`src/rtl/cmp_wave_pkg.sv`:
```
// Package: shared encodings for the compare output waveform unit.
// Assumes a 4-bit waveform mode and a 2-bit output mode.
package cmp_wave_pkg;
    localparam int WGM_W = 4;
    localparam int COM_W = 2;

    typedef enum logic [1:0] {
        WAVE_NONPWM = 2'd0,
        WAVE_FAST   = 2'd1,
        WAVE_DUAL   = 2'd2
    } wave_class_e;

    typedef enum logic [COM_W-1:0] {
        OUT_OFF    = 2'b00,
        OUT_TOGGLE = 2'b01,
        OUT_LOW    = 2'b10,
        OUT_HIGH   = 2'b11
    } out_mode_e;

    // Map a waveform mode onto its class.
    function automatic wave_class_e classify_wgm(input logic [WGM_W-1:0] m);
        case (m)
            4'd5, 4'd6, 4'd7, 4'd14, 4'd15:                 return WAVE_FAST;
            4'd1, 4'd2, 4'd3, 4'd8, 4'd9, 4'd10, 4'd11:     return WAVE_DUAL;
            default:                                        return WAVE_NONPWM;
        endcase
    endfunction

    // Waveform modes in which a PWM-class toggle is permitted.
    function automatic logic pwm_toggle_mode(input logic [WGM_W-1:0] m);
        return (m == 4'd14) || (m == 4'd15) || (m == 4'd9) || (m == 4'd11);
    endfunction
endpackage

```
`src/rtl/cmp_match_unit.sv`:
```
// Module: holds the compare value and produces the qualified match strobe.
// Assumes cnt_wr marks a cycle in which the external counter was written;
// the next tick after it must not produce a match.
module cmp_match_unit #(
    parameter int CNT_W = 16
) (
    input  logic             clk,
    input  logic             rst_n,
    input  logic             tick,
    input  logic [CNT_W-1:0] cnt_val,
    input  logic             cnt_wr,
    input  logic             cmp_wr,
    input  logic [CNT_W-1:0] cmp_wdata,
    output logic             hit
);
    logic [CNT_W-1:0] cmp_q;
    logic             blk_q;

    // Compare value storage, loaded from the write port.
    always_ff @(posedge clk) begin
        if (!rst_n)      cmp_q <= '0;
        else if (cmp_wr) cmp_q <= cmp_wdata;
    end

    // Suppression bit: armed by a counter write, consumed by the next tick.
    always_ff @(posedge clk) begin
        if (!rst_n)      blk_q <= 1'b0;
        else if (cnt_wr) blk_q <= 1'b1;
        else if (tick)   blk_q <= 1'b0;
    end

    assign hit = tick && !blk_q && (cnt_val == cmp_q);
endmodule

```
`src/rtl/cmp_flag_unit.sv`:
```
// Module: match flag with write-one clear, acknowledge clear and masked request.
// Assumes a set and a clear in the same cycle resolve to set.
module cmp_flag_unit (
    input  logic clk,
    input  logic rst_n,
    input  logic hit,
    input  logic flag_clr,
    input  logic int_ack,
    input  logic irq_en,
    input  logic gie,
    output logic flag,
    output logic irq
);
    logic flag_q;

    // Flag register: set on match, cleared by software or acknowledge.
    always_ff @(posedge clk) begin
        if (!rst_n)                     flag_q <= 1'b0;
        else if (hit)                   flag_q <= 1'b1;
        else if (flag_clr || int_ack)   flag_q <= 1'b0;
    end

    assign flag = flag_q;
    assign irq  = flag_q & irq_en & gie;
endmodule

```
`src/rtl/cmp_wave_gen.sv`:
```
// Module: output register and the per-class action rules.
// Assumes hit already includes tick qualification and suppression.
module cmp_wave_gen
    import cmp_wave_pkg::*;
#(
    parameter bit IS_CHAN_A = 1'b1
) (
    input  logic             clk,
    input  logic             rst_n,
    input  logic             tick,
    input  logic             hit,
    input  logic             force_stb,
    input  logic             at_top,
    input  logic             at_bottom,
    input  logic             cnt_down,
    input  logic [COM_W-1:0] com,
    input  logic [WGM_W-1:0] wgm,
    output logic             oc,
    output logic             connected,
    output logic             is_pwm,
    output logic             is_fast
);
    wave_class_e wclass;
    logic        tog_ok;
    logic        oc_q;
    logic        oc_next;

    assign wclass = classify_wgm(wgm);

    // Only channel A may toggle in a PWM class.
    generate
        if (IS_CHAN_A) begin : g_tog_a
            assign tog_ok = pwm_toggle_mode(wgm);
        end else begin : g_tog_other
            assign tog_ok = 1'b0;
        end
    endgenerate

    // Next output level from class, mode and events.
    always_comb begin
        oc_next = oc_q;
        case (wclass)
            WAVE_NONPWM: begin
                if (hit || force_stb) begin
                    case (com)
                        OUT_TOGGLE: oc_next = ~oc_q;
                        OUT_LOW:    oc_next = 1'b0;
                        OUT_HIGH:   oc_next = 1'b1;
                        default:    oc_next = oc_q;
                    endcase
                end
            end
            WAVE_FAST: begin
                if (com == OUT_TOGGLE) begin
                    if (tog_ok && hit) oc_next = ~oc_q;
                end else if (com[1]) begin
                    if (hit && !at_top)          oc_next = com[0];
                    else if (tick && at_bottom)  oc_next = ~com[0];
                end
            end
            WAVE_DUAL: begin
                if (com == OUT_TOGGLE) begin
                    if (tog_ok && hit) oc_next = ~oc_q;
                end else if (com[1] && hit) begin
                    oc_next = com[0] ^ cnt_down;
                end
            end
            default: oc_next = oc_q;
        endcase
    end

    // Output register update.
    always_ff @(posedge clk) begin
        if (!rst_n) oc_q <= 1'b0;
        else        oc_q <= oc_next;
    end

    assign oc        = oc_q;
    assign is_pwm    = (wclass != WAVE_NONPWM);
    assign is_fast   = (wclass == WAVE_FAST);
    assign connected = (com != OUT_OFF) && !(is_pwm && (com == OUT_TOGGLE) && !tog_ok);
endmodule

```
`src/rtl/cmp_wave_unit.sv`:
```
// Module: top of one compare output channel; ties match, flag and waveform.
// Assumes the external counter supplies value, direction and TOP/BOTTOM strobes.
module cmp_wave_unit
    import cmp_wave_pkg::*;
#(
    parameter int CNT_W     = 16,
    parameter bit IS_CHAN_A = 1'b1
) (
    input  logic             clk,
    input  logic             rst_n,
    input  logic             tick,
    input  logic [CNT_W-1:0] cnt_val,
    input  logic             cnt_down,
    input  logic             at_top,
    input  logic             at_bottom,
    input  logic             cnt_wr,
    input  logic [3:0]       wgm,
    input  logic [1:0]       com,
    input  logic             cmp_wr,
    input  logic [CNT_W-1:0] cmp_wdata,
    input  logic             force_stb,
    input  logic             dir_en,
    input  logic             flag_clr,
    input  logic             int_ack,
    input  logic             irq_en,
    input  logic             gie,
    output logic             pin_out,
    output logic             pin_override,
    output logic             pin_oe,
    output logic             match_flag,
    output logic             irq
);
    logic match_hit;
    logic is_pwm;
    logic is_fast;

    cmp_match_unit #(.CNT_W(CNT_W)) u_match (
        .clk       (clk),
        .rst_n     (rst_n),
        .tick      (tick),
        .cnt_val   (cnt_val),
        .cnt_wr    (cnt_wr),
        .cmp_wr    (cmp_wr),
        .cmp_wdata (cmp_wdata),
        .hit       (match_hit)
    );

    cmp_flag_unit u_flag (
        .clk      (clk),
        .rst_n    (rst_n),
        .hit      (match_hit),
        .flag_clr (flag_clr),
        .int_ack  (int_ack),
        .irq_en   (irq_en),
        .gie      (gie),
        .flag     (match_flag),
        .irq      (irq)
    );

    cmp_wave_gen #(.IS_CHAN_A(IS_CHAN_A)) u_wave (
        .clk       (clk),
        .rst_n     (rst_n),
        .tick      (tick),
        .hit       (match_hit),
        .force_stb (force_stb),
        .at_top    (at_top),
        .at_bottom (at_bottom),
        .cnt_down  (cnt_down),
        .com       (com),
        .wgm       (wgm),
        .oc        (pin_out),
        .connected (pin_override),
        .is_pwm    (is_pwm),
        .is_fast   (is_fast)
    );

    assign pin_oe = pin_override & dir_en;
endmodule

```
`config.mk`:
```
export PLATFORM = sky130hd
export DESIGN_NAME = cmp_wave_unit
export DESIGN_NICKNAME = d
export VERILOG_FILES = /design/src/rtl/cmp_wave_pkg.sv /design/src/rtl/cmp_match_unit.sv /design/src/rtl/cmp_flag_unit.sv /design/src/rtl/cmp_wave_gen.sv /design/src/rtl/cmp_wave_unit.sv
export SDC_FILE = /design/constraint.sdc
export NUM_CORES = 1
export LEC_CHECK = 0
export ABC_AREA = 1
export BUFFER_PORTS_ARGS = -buffer_cell sky130_fd_sc_hd__buf_4
export CORE_ASPECT_RATIO = 2
export CORE_MARGIN = 4
export CORE_UTILIZATION = 40
export DETAILED_ROUTE_END_ITERATION = 8
export PLACE_DENSITY = 0.65
export SETUP_SLACK_MARGIN = 0.5
export SLEW_MARGIN = 20
export SYNTH_ARGS = -nofsm -noshare
export SYNTH_HDL_FRONTEND = slang
export SYNTH_SLANG_ARGS = --single-unit
```
`constraint.sdc`:
```
create_clock -name clk -period 1.85 [get_ports clk]
set_input_delay 0.0925 -clock clk [delete_from_list [all_inputs] [get_ports clk]]
set_output_delay 0.0925 -clock clk [all_outputs]
set_load 0.02 [all_outputs]
```
==> results.cfg <==
[clock_network]
cts_root_buf = clkbuf_8
cts_buffers = 3
cts-hold-fix-buffers = 0
clkSinkCount = 19
cts_tree = done
clock_latency_ns = 0.26
cts-htree-levels = 1
cts.path.max_buffers = 2
path_clk_slew_ns = 0.07

[place]
dp_slack_ns = 0.214
dp_hpwl_mm = 3.26
place.gp.congestion = 0.790
portBuffers = 56

[global_routing]
antenna_found_initial = 0
grt_first_pass_wirelength_mm = 6.07
grt_overflow = 0
grt_max_degree = 19
grtUsageTotal = 0.174
grt_pass1_vias = 1518

[hold_path]
hp-class = input pin to register
hold_end = u_match.blk_q
whs_path_depth = 3
min_from = cnt_wr

[pwr]
vdd_drop_max_mv = 0.519
total_leakage_power_nw = 1.09
power.density_mw_per_mm2 = 549

[yosys]
synth_area_per_cell_um2 = 5.87
netlist_instances = 235
ys_seq_area_frac = 0.276
yosysUniqueCellTypes = 24
synth_area_mm2 = 0.00138
syn-num-nets = 294
ys_ff_latch = 19
ys_warn_count = 0

[finish]
layout_commonest_cell = nand2_1
nets = 358
diodes = 0
fillers = 325
utilization = 0.601
area_growth_pct = 45.4
drive_above_1_share = 0.339
final_cell_mix = nand2_1, buf_4, inv_1

[setup_path]
cp-startpoint = u_match.cmp_q[2]
start_kind = register
cp.required_ns = 2.04
rrSetupSlack_ns = 0.29
r2r_end = u_wave.oc
reg2reg_depth = 14
endpoint_kind = register
cp_max_fo = 5
r2r-start = u_match.cmp_q[2]
crit_type = register to register
worstPathArrival_ns = 1.75

[die]
ioPinCount = 57
rows = 30
dieHeight_um = 91.1
core_area_mm2 = 0.00334
die-width_um = 49.5
initial_utilization = 0.413
die-area_mm2 = 0.00451

[flow_run]
drv_cap = 0

[timing]
max_freq_mhz = 643
worst_slack_ns = 0.294
slew_violations = 0
finalHoldViolations = 0
slew_headroom = 0.756
fin_skew_ns = 0.000856
finalCriticalPeriod_ns = 1.56
timing.final.crit_share = 0.841
setup_viol = 0
tightest_slew_ns = 0.366
tns_ns = 0
grt_setup_unrepaired = yes

[routing]
ant_nets = 0
vias_per_cell = 4.79
routedWlPerCell_um = 11.8
dr.pass1.iters = 4
num_vias = 1582
drt_iter0_markers = 19
wirelength_mm = 3.88
drc = 0

[run_status]
status = finished, final reports clean
==> synthesized netlist by cell type <==
cell	count	area, µm²
clkbuf_2	1	5.00
dfxtp_1	19	380
inv_1	41	154
nand3_2	1	10.0
nand3_1	3	15.0
a21oi_1	21	105
o21ai_0	20	100
inv_2	2	7.51
and3_1	1	6.26
nor2_2	3	18.8
nor3b_1	1	7.51
nand2_1	73	274
ha_1	7	87.6
or2_2	2	12.5
nor2_1	24	90.1
nand2_2	1	6.26
nand4_1	4	25.0
and2_1	1	6.26
o31ai_1	2	15.0
a31o_2	1	8.76
a21boi_0	1	7.51
xnor2_1	2	17.5
clkbuf_1	3	11.3
or3b_2	1	8.76
==> state kept, by name, indices dropped and copies added (netlist names) <==
register       flops
u_match.cmp_q     16
u_flag.flag        1
u_match.blk_q      1
u_wave.oc          1
==> area by class of cell <==
class / count / area (µm²) / area share
inverters: 43 / 161 / 0.0804
flip-flops and latches: 19 / 389 / 0.194
multi-input cells: 169 / 891 / 0.444
repair buffers: 63 / 480 / 0.239
well taps: 32 / 40.0 / 0.0200
clock buffers: 4 / 45.0 / 0.0224
==> through the flow <==
stage / total power [mW] / hold WS [ns] / instance area [µm²] / instances
6_report: 1.10 / 0.0411 / 2010 / 330
5_1_grt: 1.17 / 0.0753 / 2010 / 330
4_1_cts: 1.09 / 0.0379 / 1930 / 327
3_5_place_dp: 0.788 / 0.304 / 1840 / 320
3_3_place_gp: 0.786 / 0.306 / 1840 / 320
2_1_floorplan: 0.640 / 0.210 / 1380 / 235
==> worst max path at each step <==
stage	slack, ns	cells after the start	endpoint
3_5_place_dp	0.21	12	u_wave.oc
3_3_place_gp	0.23	11	u_wave.oc
2_1_floorplan	0.50	13	u_wave.oc
6_report	0.29	14	u_wave.oc
5_1_grt	0.15	14	u_wave.oc
4_1_cts	0.27	14	u_wave.oc
==> report_power, final <==
| part | leakage, nW | switching [mW] | internal, mW |
|---|---|---|---|
| logic | 0.908 | 0.176 | 0.168 |
| registers | 0.160 | 0.0191 | 0.440 |
| clock network | 0.0228 | 0.145 | 0.153 |
| total | 1.09 | 0.340 | 0.762 |
==> kinds of logic (layout without fill, tap and decap cells) <==
logic type | count (synthesis) | after routing | synth area share
xor+xnor | 2 | 2 | 0.0127
flops | 19 | 19 | 0.276
simple gates | 115 | 115 | 0.348
fa+ha+maj | 7 | 7 | 0.0635
buf+inv | 47 | 110 | 0.129
compound gates | 45 | 45 | 0.171
==> per-layer routing <==
metal  vias to the layer above  global-route usage  wire length, µm
met3                         6              0.0263              200
met4                         0              0.0739               74
met1                       677               0.157             1370
met5                         -                   0                0
li1                        854                   -                -
met2                        45               0.354             2240
==> worst max-delay path: stages, from the launching register on <==
cell and delay [ns]:
dfxtp_1 0.33, inv_2 0.04, nand2_2 0.06, nand2_1 0.07
nor2_1 0.09, nand2_1 0.07, nor2_2 0.16, nand3_2 0.15
nand2_1 0.10, nand2_1 0.06, a21oi_2 0.11, nand2_1 0.08
nand2_1 0.06, nand2_1 0.04, a21oi_1 0.10
==> repair_timing <==
item                                    4_1_cts  5_1_grt
pin swaps                                     4        8
setup buffers                                 3        3
gates resized for setup                       6       23
endpoints found under the setup margin        3        3
gates cloned                                  0        0
Power figures use the tool's default switching activity.
